[src/rtl/sram_lane_pkg.sv]
package sram_lane_pkg;
    typedef enum logic [1:0] {
        ST_IDLE    = 2'd0,
        ST_READ    = 2'd1,
        ST_WRITE   = 2'd2,
        ST_RECOVER = 2'd3
    } sram_state_e;
endpackage

[src/rtl/sram_phase_count.sv]
// Down-counter for the phase lengths; expired flags a count of zero.
module sram_phase_count #(
    parameter int CNT_W = 2
) (
    input  logic             clk,
    input  logic             rst_n,
    input  logic             load,
    input  logic [CNT_W-1:0] load_val,
    output logic             expired
);
    logic [CNT_W-1:0] cnt_d, cnt_q;

    always_comb begin
        cnt_d = cnt_q;
        if (load)
            cnt_d = load_val;
        else if (cnt_q != '0)
            cnt_d = cnt_q - 1'b1;
    end

    always_ff @(posedge clk or negedge rst_n) begin
        if (!rst_n) cnt_q <= '0;
        else        cnt_q <= cnt_d;
    end

    assign expired = (cnt_q == '0);
endmodule

[src/rtl/sram_lane_map.sv]
// Per-lane strobe generation and read-data masking.
module sram_lane_map #(
    parameter int LANES  = 2,
    parameter int LANE_W = 8,
    localparam int DW    = LANES * LANE_W
) (
    input  logic [LANES-1:0] be,
    input  logic             active,
    input  logic [DW-1:0]    din,
    output logic [LANES-1:0] strobe_n,
    output logic [DW-1:0]    rd_masked
);
    for (genvar i = 0; i < LANES; i++) begin : g_lane
        assign strobe_n[i] = ~(active & be[i]);
        assign rd_masked[i*LANE_W +: LANE_W] = be[i] ? din[i*LANE_W +: LANE_W] : '0;
    end
endmodule

[src/rtl/sram_lane_ctrl.sv]
module sram_lane_ctrl
    import sram_lane_pkg::*;
#(
    parameter int ADDR_W     = 18,
    parameter int LANE_W     = 8,
    parameter int READ_CYC   = 2,
    parameter int WE_PULSE   = 2,
    parameter int TURNAROUND = 1
) (
    input  logic                  clk,
    input  logic                  rst_n,
    input  logic                  req_valid,
    output logic                  req_ready,
    input  logic [ADDR_W-1:0]     req_addr,
    input  logic                  req_write,
    input  logic [1:0]            req_be,
    input  logic [2*LANE_W-1:0]   req_wdata,
    output logic [2*LANE_W-1:0]   rsp_rdata,
    output logic                  rsp_done,
    output logic [ADDR_W-1:0]     sram_addr,
    output logic                  sram_cs_n,
    output logic                  sram_we_n,
    output logic                  sram_oe_n,
    output logic                  sram_lb_n,
    output logic                  sram_ub_n,
    output logic [2*LANE_W-1:0]   sram_dq_out,
    output logic                  sram_dq_oe,
    input  logic [2*LANE_W-1:0]   sram_dq_in
);
    localparam int LANES   = 2;
    localparam int DW      = LANES * LANE_W;
    // Clamp: reads and recovery need one clock, a write needs two so data is driven.
    localparam int RD_LEN  = (READ_CYC   < 1) ? 1 : READ_CYC;
    localparam int WE_LEN  = (WE_PULSE   < 2) ? 2 : WE_PULSE;
    localparam int TA_LEN  = (TURNAROUND < 1) ? 1 : TURNAROUND;
    localparam int MAX_LEN = (RD_LEN > WE_LEN) ? ((RD_LEN > TA_LEN) ? RD_LEN : TA_LEN)
                                               : ((WE_LEN > TA_LEN) ? WE_LEN : TA_LEN);
    localparam int CNT_W   = $clog2(MAX_LEN + 1);
    localparam logic [CNT_W-1:0] RD_LOAD = CNT_W'(RD_LEN - 1);
    localparam logic [CNT_W-1:0] WE_LOAD = CNT_W'(WE_LEN - 1);
    localparam logic [CNT_W-1:0] TA_LOAD = CNT_W'(TA_LEN - 1);

    typedef struct packed {
        sram_state_e       state;
        logic [ADDR_W-1:0] addr;
        logic [LANES-1:0]  be;
        logic [DW-1:0]     wdata;
        logic [DW-1:0]     rdata;
        logic              cs_n;
        logic              we_n;
        logic              oe_n;
        logic [LANES-1:0]  lane_n;
        logic              drive;
        logic              done;
    } ctrl_t;

    ctrl_t r_d, r_q;

    logic             cnt_load;
    logic [CNT_W-1:0] cnt_load_val;
    logic             cnt_expired;
    logic [LANES-1:0] be_sel;
    logic             lane_active;
    logic [LANES-1:0] lane_strobe_n;
    logic [DW-1:0]    rd_masked;

    sram_phase_count #(.CNT_W(CNT_W)) u_timer (
        .clk      (clk),
        .rst_n    (rst_n),
        .load     (cnt_load),
        .load_val (cnt_load_val),
        .expired  (cnt_expired)
    );

    sram_lane_map #(.LANES(LANES), .LANE_W(LANE_W)) u_lanes (
        .be        (be_sel),
        .active    (lane_active),
        .din       (sram_dq_in),
        .strobe_n  (lane_strobe_n),
        .rd_masked (rd_masked)
    );

    always_comb begin
        r_d          = r_q;
        r_d.done     = 1'b0;
        cnt_load     = 1'b0;
        cnt_load_val = '0;
        be_sel       = r_q.be;
        lane_active  = 1'b0;

        unique case (r_q.state)
            ST_IDLE: begin
                if (req_valid) begin
                    if (req_be == '0) begin
                        r_d.done = 1'b1;
                    end else begin
                        r_d.addr    = req_addr;
                        r_d.be      = req_be;
                        r_d.wdata   = req_wdata;
                        r_d.cs_n    = 1'b0;
                        be_sel      = req_be;
                        lane_active = 1'b1;
                        cnt_load    = 1'b1;
                        if (req_write) begin
                            r_d.state    = ST_WRITE;
                            r_d.we_n     = 1'b0;
                            cnt_load_val = WE_LOAD;
                        end else begin
                            r_d.state    = ST_READ;
                            r_d.oe_n     = 1'b0;
                            cnt_load_val = RD_LOAD;
                        end
                    end
                end
            end
            ST_READ: begin
                lane_active = 1'b1;
                if (cnt_expired) begin
                    r_d.rdata    = rd_masked;
                    r_d.done     = 1'b1;
                    r_d.cs_n     = 1'b1;
                    r_d.oe_n     = 1'b1;
                    lane_active  = 1'b0;
                    r_d.state    = ST_RECOVER;
                    cnt_load     = 1'b1;
                    cnt_load_val = TA_LOAD;
                end
            end
            ST_WRITE: begin
                lane_active = 1'b1;
                r_d.drive   = 1'b1;
                if (cnt_expired) begin
                    r_d.drive    = 1'b0;
                    r_d.we_n     = 1'b1;
                    r_d.cs_n     = 1'b1;
                    r_d.done     = 1'b1;
                    lane_active  = 1'b0;
                    r_d.state    = ST_RECOVER;
                    cnt_load     = 1'b1;
                    cnt_load_val = TA_LOAD;
                end
            end
            ST_RECOVER: begin
                if (cnt_expired) r_d.state = ST_IDLE;
            end
            default: r_d.state = ST_IDLE;
        endcase

        r_d.lane_n = lane_strobe_n;
    end

    always_ff @(posedge clk or negedge rst_n) begin
        if (!rst_n) begin
            r_q        <= '0;
            r_q.state  <= ST_IDLE;
            r_q.cs_n   <= 1'b1;
            r_q.we_n   <= 1'b1;
            r_q.oe_n   <= 1'b1;
            r_q.lane_n <= '1;
        end else begin
            r_q <= r_d;
        end
    end

    assign req_ready   = (r_q.state == ST_IDLE);
    assign rsp_rdata   = r_q.rdata;
    assign rsp_done    = r_q.done;
    assign sram_addr   = r_q.addr;
    assign sram_cs_n   = r_q.cs_n;
    assign sram_we_n   = r_q.we_n;
    assign sram_oe_n   = r_q.oe_n;
    assign sram_lb_n   = r_q.lane_n[0];
    assign sram_ub_n   = r_q.lane_n[1];
    assign sram_dq_out = r_q.wdata;
    assign sram_dq_oe  = r_q.drive;
endmodule

[config.mk]
export PLATFORM = sky130hd
export DESIGN_NAME = sram_lane_ctrl
export DESIGN_NICKNAME = d
export VERILOG_FILES = /design/src/rtl/sram_lane_pkg.sv /design/src/rtl/sram_phase_count.sv /design/src/rtl/sram_lane_map.sv /design/src/rtl/sram_lane_ctrl.sv
export SDC_FILE = /design/constraint.sdc
export NUM_CORES = 1
export LEC_CHECK = 0
export BUFFER_PORTS_ARGS = -buffer_cell sky130_fd_sc_hd__buf_2
export CAP_MARGIN = 20
export CORE_MARGIN = 4
export CORE_UTILIZATION = 45
export CTS_CLUSTER_DIAMETER = 80
export DETAILED_ROUTE_END_ITERATION = 8
export PLACE_DENSITY = 0.77
export SYNTH_ARGS = -nofsm -noshare
export SYNTH_HDL_FRONTEND = slang
export SYNTH_SLANG_ARGS = --single-unit
[constraint.sdc]
create_clock -name clk -period 2 [get_ports clk]
set_input_delay 0.1 -clock clk [delete_from_list [all_inputs] [get_ports clk]]
set_output_delay 0.1 -clock clk [all_outputs]
set_load 0.01 [all_outputs]
-- After elaboration in Yosys (flattened, before gate mapping)
Index checks and enable logic that the tools add are counted.
- bitwise operators: 5
- equal/unequal tests: 11
- reduce and logical (&&, ||, !) cells: 15
- mux-type cells: 35
- add/sub/neg operators: 1
- operators with widths (cell ; number):
    $mux W38 ; 2
    $mux W2 ; 9
    $mux W8 ; 2
    $reduce_and A5 Y1 ; 3
    $mux W1 ; 13
    $ne A2 B2 Y1 const B ; 6
    $pmux W1 S2 ; 4
    $reduce_bool A2 Y1 ; 4
    $logic_not A2 Y1 ; 3
    $mux W3 ; 2
    $pmux W1 S3 ; 2
    $pmux W2 S3 ; 1
    $eq A2 B2 Y1 const B ; 2
    $ne A2 B1 Y1 const B ; 2
    $reduce_and A4 Y1 ; 1
    $not A1 Y1 ; 3
    $reduce_and A3 Y1 ; 1
    $reduce_bool A3 Y1 ; 1
    $and A1 B1 Y1 ; 2
    $eq A2 B1 Y1 const B ; 1
    $reduce_and A2 Y1 ; 1
    $reduce_or A2 Y1 ; 1
    $sub A2 B1 Y2 const B ; 1
- input bits: 56
- word-level logic and storage cells: 79
- output and inout bits: 58
- register bits: 63

-- Longest topological paths before layout
Gate-level depths: netlist of the first run.
- depth after elaboration: 6
- mapped depth: 8
- gate-level depth less buffers: 5

-- Cells and area by module
Synthesis of the first run repeated with hierarchy kept, for this count alone.
- cells, all modules: 250
- area total of the unflattened synthesis: 3124.2 sq um
- by module, submodules not included (module ; times used ; cells an instance ; area an instance (sq um) ; sequential area each (sq um)):
    sram_lane_ctrl ; 1 ; 220 ; 2902.8 ; 1532.7
    sram_phase_count ; 1 ; 12 ; 113.9 ; 50.0
    sram_lane_map ; 1 ; 18 ; 107.6 ; 0.0

-- Worst setup path before layout of the first run
No wires, ideal clock.
- kind: reg-to-reg
- start point: reg r_q[59] (netlist name)
- end point: reg r_q (netlist bit sram_addr[16])
- data arrival time: 1545 ps
- data required time: 1875 ps
- library setup time: 125 ps
- period minus slack after synthesis: 1670 ps
- cell stages (with the launch flop): 8
- path buffers: 3
- path slack: 330 ps
- path through: dfrtp_1 > inv_1 > ha_1 > buf_4 > o211ai_2 > buf_6 > buf_6 > mux2_4
- cells in the longest elaborated chain, start to end: 2
- ends and longest elaborated chain (element ; RTL line ; source):
    start: declaration ; sram_lane_ctrl.sv:57 ; ctrl_t r_d, r_q;
    start signal: assignment ; sram_lane_ctrl.sv:161 ; r_q <= r_d;
    $logic_not A2 Y1 ; - ;
    via req_ready ; sram_lane_ctrl.sv:13 ; output logic req_ready,
    $reduce_and A3 Y1 (no line) ; - ;
The timed path passes the listed nets, and every way through them passes these cells.
A chain may end at the register's enable or synchronous reset.

-- Final worst setup path of the first run
- start point: reg r_q[59] (netlist name)
- end point: reg r_q (netlist bit sram_addr[11])
- cells in the longest elaborated chain, start to end: 2
- ends and longest elaborated chain (element ; RTL line ; source):
    $logic_not A2 Y1 ; sram_lane_ctrl.sv:91 ; unique case (r_q.state)
    $reduce_and A3 Y1 (no line) ; - ;
Every way passes these cells.

==> results of run 1 <==
[cell usage in the layout, fill, tap and decap left out, types with 8 or more instances in the layout]
| master | synthesis | layout |
|---|---|---|
| buf_2 | 4 | 113 |
| clkbuf_8 | 0 | 10 |
| dfrtp_1 | 58 | 58 |
| dlygate4sd3_1 | 0 | 47 |
| inv_1 | 8 | 8 |
| mux2_1 | 20 | 20 |
| mux2_2 | 9 | 9 |
| mux2_4 | 8 | 8 |
| nand2_1 | 34 | 34 |
| o21ai_0 | 18 | 18 |
[cells by family (layout without fill, tap and decap cells)]
| kind of cell | count (synthesis) | count (layout) | share of synthesized area |
|---|---|---|---|
| AO/OA/AOI/OAI | 40 | 40 | 0.0815 |
| adder cells (fa/ha/maj) | 7 | 7 | 0.0289 |
| buffers and inverters | 67 | 188 | 0.154 |
| flip-flops | 63 | 63 | 0.523 |
| multiplexers | 37 | 37 | 0.148 |
| AND/OR/NAND/NOR | 47 | 47 | 0.0645 |
[sequential cells by signal (all words and copies together) (netlist names)]
name           cells
u_timer.cnt_q      2
rsp_done           1
sram_dq_oe         1
sram_dq_out       16
sram_ub_n          1
sram_we_n          1
r_q                4
rsp_rdata         16
sram_addr         18
sram_lb_n          1
sram_cs_n          1
sram_oe_n          1
[cell type report]
type / instances / area share
clock buffers: 11 / 0.0354
clock inverters: 5 / 0.0144
inverters: 8 / 0.00751
multi-input cells: 131 / 0.250
flip-flops and latches: 63 / 0.396
well taps: 77 / 0.0241
repair buffers: 164 / 0.273
[power groups by stage]
stage          Sequential (mW)  Combinational, mW  Clock, mW
6_report                  2.25               2.40       1.08
2_1_floorplan             2.22               2.12          0
4_1_cts                   2.24               2.41       1.12
5_1_grt                   2.34               2.67       1.16
3_5_place_dp              2.26               2.34          0
3_3_place_gp              2.24               2.26          0
[critical path, stage by stage, from the launching register on]
cell and delay, ns:
dfrtp_1 0.43, inv_1 0.10, ha_1 0.41, o211ai_4 0.23, buf_12 0.23, mux2_1 0.33
[per-layer routing]
layer	part of all wire	global-route usage	up-vias	wire, µm
li1	-	-	1056	-
met1	0.42	0.203	1024	2710
met2	0.50	0.276	73	3200
met3	0.056	0.0434	11	356
met4	0.019	0.0740	0	124
met5	0	0	-	0
[stage by stage]
stage / instance area, µm² / util / power, mW
finish: 4000 / 0.623 / 5.74
CTS: 3980 / 0.620 / 5.78
global placement: 3310 / 0.516 / 4.50
floorplan: 3030 / - / 4.34
global route: 4000 / 0.623 / 6.17
detailed placement: 3310 / 0.516 / 4.60
[timing repair]
item / in CTS / in global routing
endpoints found under the hold margin: 70 / 0
resized for setup: 0 / 2
hold buffers: 47 / 0
endpoints found under the setup margin: 0 / 9
[worst max path at each step]
stage	end	cells past startpoint	start
final	sram_addr[11]	5	r_q[59]
after global routing	sram_addr[5]	5	r_q[60]
after CTS	sram_dq_out[13]	5	r_q[59]
after detailed placement	sram_addr[5]	5	r_q[59]
after global placement	sram_addr[5]	5	r_q[59]
after floorplan	sram_addr[16]	7	r_q[59]
==> flow_summary_export.csv, run 1 <==
group,metric,value,unit
sta,final_max_slew_viol_count,0,
layout,area_delta_synth_final,32.2,%
setup_path,critPathCaptureType,"flop",
sta,relSlewSlack,0.551,
cts,htreeDepth,3,
cts,tritoncts.num_buffers,9,
yosys,ys.warnings.count,0,
setup_path,cp-start-kind,"flop",
yosys,postSynth.topFlopCell,"dfrtp_1",
sta,finalWorstPathRequiredPeriod,1.87,ns
floorplanning,start_util,0.471,
sta,setup_viol,0,
pwr,power.density,1430,mW/mm²
global_routing,grt_start_max_net_pins,36,
worst_hold_path,hold_start,"sram_dq_in[3]",
yosys,most_common_cell_in_the_synthesized_netlist,"dfrtp_1",
setup_path,rr_endpoint,"sram_addr[11]",
pwr,max_ir_drop_vdd,808,µV
sta,timing.final.hold_violations,0,
cts,cts_sinks,63,
layout,final_net_count,440,
route,num_vias,2164,
setup_path,worstRegToRegCells,5,
route,wire_per_inst,13.9,µm
pwr,p_clk_frac,0.189,
sta,final.hold.worst_slack,0.0200,ns
yosys,synth-edff-count,0,
sta,timing.fmax,534,MHz
floorplanning,number_of_placed_i_o_pins,114,
yosys,synth_sequential_area_ratio,0.523,
global_routing,first_global_vias,2266,
yosys,synth_top_cells_by_count,"dfrtp_1, buf_4, nand2_1",
cts,clock_tree.buffer_depth,2,
floorplanning,die_w,90.0,µm
setup_path,critical_path_peak_fanout,26,
worst_hold_path,min_to,"rsp_rdata[3]",
cts,clk_pin_slew,0.07,ns
yosys,syn-mean-instance-area,11.6,µm²
global_routing,global_route_wire_length_before_repair,10900,µm
layout,num_antenna_cells,0,
floorplanning,die_area,0.00810,mm²
layout,multi_input_comb_area,1000,µm²
placed_design,post-dp-hpwl,4300,µm
pwr,cell_internal_pwr,3.70,mW
sta,fin_setup_tns,0,ns
sta,fin_skew,0.0102,ns
yosys,syn_area,0.00303,mm²
job,maxCapViolations,0,
yosys,synth_seq_cells,63,
outcome,run_status,"complete, no violations",
pwr,power.static_leakage,1.96,nW
setup_path,setup.reg_to_reg.worst_slack,0.13,ns
layout,layout.filler_cells,520,
yosys,synth_cell_types,30,
placed_design,place_ws,0.149,ns
placed_design,io_buffer_count,113,
setup_path,worst_ep_required_time,2.20,ns
cts,cts_tree,"yes",
sta,layout_worst_path_cycle_share,0.937,
pwr,power.share.switching,0.355,
sta,worst-slew-pin-transition,0.674,ns
yosys,async_reset_ff_frac,1.00,
floorplanning,num_rows,29,
worst_hold_path,holdPathStages,3,
pwr,combinationalPowerShare,0.418,
route,dr.pass1.iters,4,
cts,cts.repair_timing.setup_buffer_count,0,
placed_design,dp_cells,396,
route,drc_violation_total_after_the_first_tritonroute_iteration,47,
floorplanning,core_area,0.00642,mm²
pwr,switchingPower,2.04,mW
layout,instances_no_fill,459,
sta,post-route-worst-setup-slack,0.126,ns
setup_path,worstSetupPathType,"reg2reg",
global_routing,groute.usage.overall,0.166,
layout,layout-drive-gt1-share,0.414,
yosys,synth.largest_area_cell,"dfrtp_1",
setup_path,critPathArrivalTime,2.07,ns
global_routing,grt_antenna_before_repair,0,
global_routing,global_route.overflow_total,0,
yosys,post-synth-top-area-fraction,0.480,
route,drt-total-wl,6390,µm
cts,clock_latency,0.33,ns
route,drt_drc_violations_left,0,
yosys,cells_after_synthesis,261,
sta,rsz0062_at_grt,"false",
worst_hold_path,timing.hold.worst.class,"in2reg",
route,final_antenna_net_count,0,
cts,root_buffer,"clkbuf_8",
yosys,synth_top_cells_by_area,"dfrtp_1, buf_4, mux2_1",
layout,ff_latch_area,0.00158,mm²
yosys,synth.net_count,324,
pwr,seqPwrFrac,0.393,
placed_design,gp_congestion,0.759,
floorplanning,die_height,90.0,µm
setup_path,timing.rr.start,"r_q[59]",
route,avgViaCountPerCell,4.71,
Power figures use the tool's default switching activity.
==> run 2: changes to the inputs <==
Settings changed: RECOVER_POWER set to 100.
==> run 2 against run 1 <==
  * The flow now finishes with violations (max-capacitance violations, max-slew violations)
  * Routed wire length is 0.41% higher
  * Register-to-register slack hardly changed
  * Combinational power is 7% lower
  * Setup slack better by 0.0047 ns
  * Global-route usage stayed put
  * Non-clock buffer count stayed put
==> flow_summary_export.csv, run 2 (same netlist as run 1, synthesis figures left out) <==
group,metric,value,unit
sta,worst-slew-pin-transition,1.61,ns
pwr,max_ir_drop_vdd,789,µV
global_routing,first_global_vias,2266,
route,drt_drc_violations_left,0,
layout,final_design_area_no_fill,0.00392,mm²
setup_path,cp-start-kind,"flop",
global_routing,grt_antenna_before_repair,0,
sta,post-route-worst-setup-slack,0.131,ns
cts,cts.repair_timing.setup_buffer_count,0,
pwr,power.static_leakage,1.78,nW
cts,htreeDepth,3,
cts,cts_sinks,63,
floorplanning,num_rows,29,
placed_design,post-dp-hpwl,4300,µm
cts,tritoncts.num_buffers,9,
route,drc_violation_total_after_the_first_tritonroute_iteration,45,
layout,postLayoutCoreUtil,0.610,
sta,fin_setup_tns,0,ns
floorplanning,start_util,0.471,
placed_design,io_buffer_count,113,
sta,setup_viol,0,
sta,relSlewSlack,-0.0754,
layout,layout-drive-gt1-share,0.251,
worst_hold_path,hold_start,"sram_dq_in[14]",
sta,final_max_slew_viol_count,29,
placed_design,gp_congestion,0.759,
global_routing,global_route_wire_length_before_repair,10900,µm
route,wire_per_inst,14.0,µm
cts,cts_tree,"yes",
placed_design,placedInstanceArea,0.00331,mm²
route,avgViaCountPerCell,4.72,
pwr,p_clk_frac,0.195,
sta,final.hold.worst_slack,0.0198,ns
cts,root_buffer,"clkbuf_8",
route,final_antenna_net_count,0,
floorplanning,die_height,90.0,µm
pwr,power.density,1420,mW/mm²
outcome,run_status,"finished, violations left",
setup_path,cp-startpoint,"r_q[59]",
setup_path,critical_path_peak_fanout,11,
global_routing,grt_start_max_net_pins,36,
setup_path,worst_ep_required_time,2.22,ns
layout,num_antenna_cells,0,
floorplanning,number_of_placed_i_o_pins,114,
floorplanning,die_w,90.0,µm
pwr,power.share.switching,0.369,
pwr,totalPowerFinal,5.57,mW
job,maxCapViolations,1,
setup_path,timing.rr.start,"r_q[59]",
sta,finalWorstPathRequiredPeriod,1.87,ns
sta,fin_skew,0.00869,ns
setup_path,critPathCaptureType,"flop",
route,drt-total-wl,6420,µm
layout,final_net_count,440,
floorplanning,core_area,0.00642,mm²
pwr,cell_internal_pwr,3.52,mW
layout,area_delta_synth_final,29.5,%
floorplanning,die_area,0.00810,mm²
layout,most-common-layout-cells,"clkbuf_1, dfrtp_1, buf_2",
pwr,seqPwrFrac,0.407,
sta,timing.fmax,535,MHz
sta,layout_worst_path_cycle_share,0.935,
cts,clock_latency,0.33,ns
setup_path,critPathArrivalTime,2.09,ns
layout,instances_no_fill,459,
outcome,violations,"max-capacitance violations, max-slew violations",
route,dr.pass1.iters,4,
pwr,switchingPower,2.06,mW
placed_design,dp_cells,396,
global_routing,groute.usage.overall,0.166,
cts,clock_tree.buffer_depth,2,
route,num_vias,2165,
sta,rsz0062_at_grt,"false",
pwr,combinationalPowerShare,0.398,
cts,clk_pin_slew,0.07,ns
worst_hold_path,timing.hold.worst.class,"in2reg",
setup_path,worstSetupPathType,"reg2reg",
global_routing,global_route.overflow_total,0,
layout,largest_register_ffs,18,
sta,timing.final.hold_violations,0,
placed_design,place_ws,0.149,ns
[run 2: per-layer routing]
layer,up-vias,GRT usage,wire length [µm]
li1,1060,-,-
met1,1017,0.203,2770
met2,77,0.276,3190
met3,11,0.0434,344
met4,0,0.0740,118
met5,-,0,0
[run 2: what timing repair did]
| action | 4_1_cts | 5_1_grt |
|---|---|---|
| setup endpoints to repair | 0 | 9 |
| hold buffers | 47 | 0 |
| resized for setup | 0 | 2 |
| hold endpoints to repair | 70 | 0 |
[run 2: power groups by stage]
stage	Combinational (mW)	Sequential [mW]	Clock, mW
final	2.22	2.27	1.08
after global routing	2.49	2.35	1.16
after CTS	2.41	2.24	1.12
after global placement	2.26	2.24	0
after floorplan	2.12	2.22	0
after detailed placement	2.34	2.26	0
[run 2: path summary, 6_finish.rpt]
kind	depth (start not counted)	slack, ns	endpoint
max	5	0.13	sram_addr[16]
min	3	0.02	rsp_rdata[14]
max reg2reg	5	0.13	sram_addr[16]
min reg2reg	2	0.48	rsp_rdata[11]
max in group asynchronous	3	0.34	sram_we_n
min in group asynchronous	2	0.71	sram_dq_out[0]
[run 2: area by class of cell]
| cell class | count | area [µm²] |
|---|---|---|
| tap | 77 | 96.3 |
| clock buffer | 11 | 141 |
| sequential | 63 | 1580 |
| inverter | 8 | 30.0 |
| timing repair buffer | 164 | 1020 |
| multi-input combinational | 131 | 992 |
| clock inverter | 5 | 57.6 |
| fill | 549 | 2500 |
[run 2: critical path, cell delays in order, from the launching register on]
cell	delay (ns)
dfrtp_1	0.43
inv_1	0.10
ha_1	0.41
o211ai_4	0.22
clkbuf_2	0.26
mux2_4	0.33
==> run 3: changes to the inputs <==
Settings changed: REMOVE_ABC_BUFFERS set to 1.
==> run 3 against run 2 <==
  * The run now ends clean
  * Setup slack improved by 0.058 ns
  * Highest routed layer unchanged
  * Die area unchanged
  * Largest power group unchanged
  * Utilization decreased by 0.94 points
==> flow_summary_export.csv, run 3 (same netlist as run 1, synthesis figures left out) <==
group,metric,value,unit
sta,setup_viol,0,
sta,worst-slew-pin-transition,1.25,ns
setup_path,cp-start-kind,"flop",
placed_design,gp_congestion,0.731,
sta,rsz0062_at_grt,"false",
cts,cts_sinks,63,
layout,area_delta_synth_final,27.5,%
setup_path,critical_path_cell_by_cell,"inv_1 > ha_1 > o211ai_4 > buf_4 > mux2_2",
layout,layout-drive-gt1-share,0.247,
sta,layout_worst_path_cycle_share,0.906,
sta,timing.final.hold_violations,0,
sta,fin_skew,0.00483,ns
sta,timing.fmax,552,MHz
floorplanning,num_rows,29,
setup_path,cell_class_contributing_the_biggest_share_of_worst_path_delay,"buffers and inverters",
setup_path,critPathArrivalTime,2.02,ns
cts,clock_latency,0.33,ns
cts,htreeDepth,3,
setup_path,critical_path_peak_fanout,24,
route,wire_per_inst,14.5,µm
global_routing,groute.usage.overall,0.176,
floorplanning,die_area,0.00810,mm²
route,num_vias,2201,
route,drt_drc_violations_left,0,
global_routing,first_global_vias,2329,
placed_design,placedInstanceArea,0.00332,mm²
setup_path,crit_buf_inv,2,
placed_design,post-dp-hpwl,4350,µm
global_routing,global_route.overflow_total,0,
placed_design,io_buffer_count,113,
setup_path,worstSetupPathType,"reg2reg",
global_routing,global_route_wire_length_before_repair,11400,µm
route,dr.pass1.iters,4,
layout,largest_register_ffs,18,
setup_path,worst_ep_required_time,2.21,ns
layout,final_net_count,438,
global_routing,grt_start_max_net_pins,25,
layout,ff_latch_area,0.00158,mm²
setup_path,cpMaxStageDelayCell,"dfrtp_1",
floorplanning,core_area,0.00642,mm²
layout,final_design_area_no_fill,0.00386,mm²
floorplanning,start_util,0.471,
floorplanning,die_w,90.0,µm
job,maxCapViolations,0,
layout,most-common-layout-cells,"clkbuf_1, dfrtp_1, buf_2",
cts,root_buffer,"clkbuf_8",
setup_path,max_stage_delay,0.41,ns
worst_hold_path,timing.hold.worst.class,"in2reg",
cts,clk_pin_slew,0.06,ns
route,avgViaCountPerCell,4.82,
pwr,power.density,1440,mW/mm²
layout,layout.filler_cells,547,
sta,finalWorstPathRequiredPeriod,1.81,ns
sta,relSlewSlack,0.168,
layout,multi_input_comb_area,955,µm²
sta,final_max_slew_viol_count,0,
floorplanning,number_of_placed_i_o_pins,114,
floorplanning,die_height,90.0,µm
outcome,run_status,"complete, no violations",
cts,cts_resized,0,
global_routing,grt_antenna_before_repair,0,
cts,cts_tree,"yes",
route,final_antenna_net_count,0,
route,drt-total-wl,6630,µm
pwr,power.static_leakage,1.74,nW
pwr,max_ir_drop_vdd,725,µV
route,drc_violation_total_after_the_first_tritonroute_iteration,80,
cts,tritoncts.num_buffers,9,
layout,postLayoutCoreUtil,0.601,
layout,num_antenna_cells,0,
setup_path,critPathCaptureType,"flop",
cts,clock_tree.buffer_depth,2,
run 3: stage by stage:
| step | total power, mW | cells | hold slack, ns | TNS [ns] | setup slack (ns) |
|---|---|---|---|---|---|
| 6_report | 5.57 | 457 | 0.00453 | 0 | 0.189 |
| 4_1_cts | 5.89 | 453 | 0.0000968 | 0 | 0.206 |
| 3_5_place_dp | 4.60 | 397 | 0.110 | 0 | 0.216 |
| 2_1_floorplan | 3.61 | 202 | -0.196 | -7.87 | -0.233 |
| 3_3_place_gp | 4.52 | 397 | 0.110 | 0 | 0.302 |
| 5_1_grt | 6.03 | 457 | 0.00176 | 0 | 0.00831 |
run 3: repair_timing:
item                       4_1_cts  5_1_grt
setup buffers                    0        0
setup endpoints to repair        0        0
hold endpoints to repair        58        4
hold buffers                    40        4
run 3: final timing paths:
path,start,slack (ns),depth (start not counted),endpoint
setup reg to reg,r_q[59],0.19,5,sram_dq_out[8]
max in group asynchronous,rst_n,0.30,3,sram_ub_n
min in group asynchronous,rst_n,0.56,2,rsp_rdata[10]
setup / recovery,r_q[59],0.19,5,sram_dq_out[8]
hold / removal,req_wdata[6],0.005,2,sram_dq_out[6]
hold reg to reg,rsp_rdata[2],0.48,2,rsp_rdata[2]
run 3: area by class of cell:
type | count | share of cell area
clock inverter | 2 | 0.00908
inverter | 8 | 0.00778
timing repair buffer | 162 | 0.250
clock buffer | 14 | 0.0500
multi-input combinational | 131 | 0.247
tap | 77 | 0.0250
sequential | 63 | 0.410
run 3: report_power, final:
| group | total, mW | internal [mW] | switching [mW] |
|---|---|---|---|
| registers | 2.25 | 1.93 | 0.324 |
| clock network | 1.19 | 0.744 | 0.451 |
| logic | 2.13 | 0.909 | 1.22 |
run 3: layer usage:
metal,vias up,GRT usage,routed length [µm]
li1,1058,-,-
met3,17,0.0659,376
met5,-,0,0
met4,0,0.0651,174
met1,1050,0.204,2700
met2,76,0.299,3380
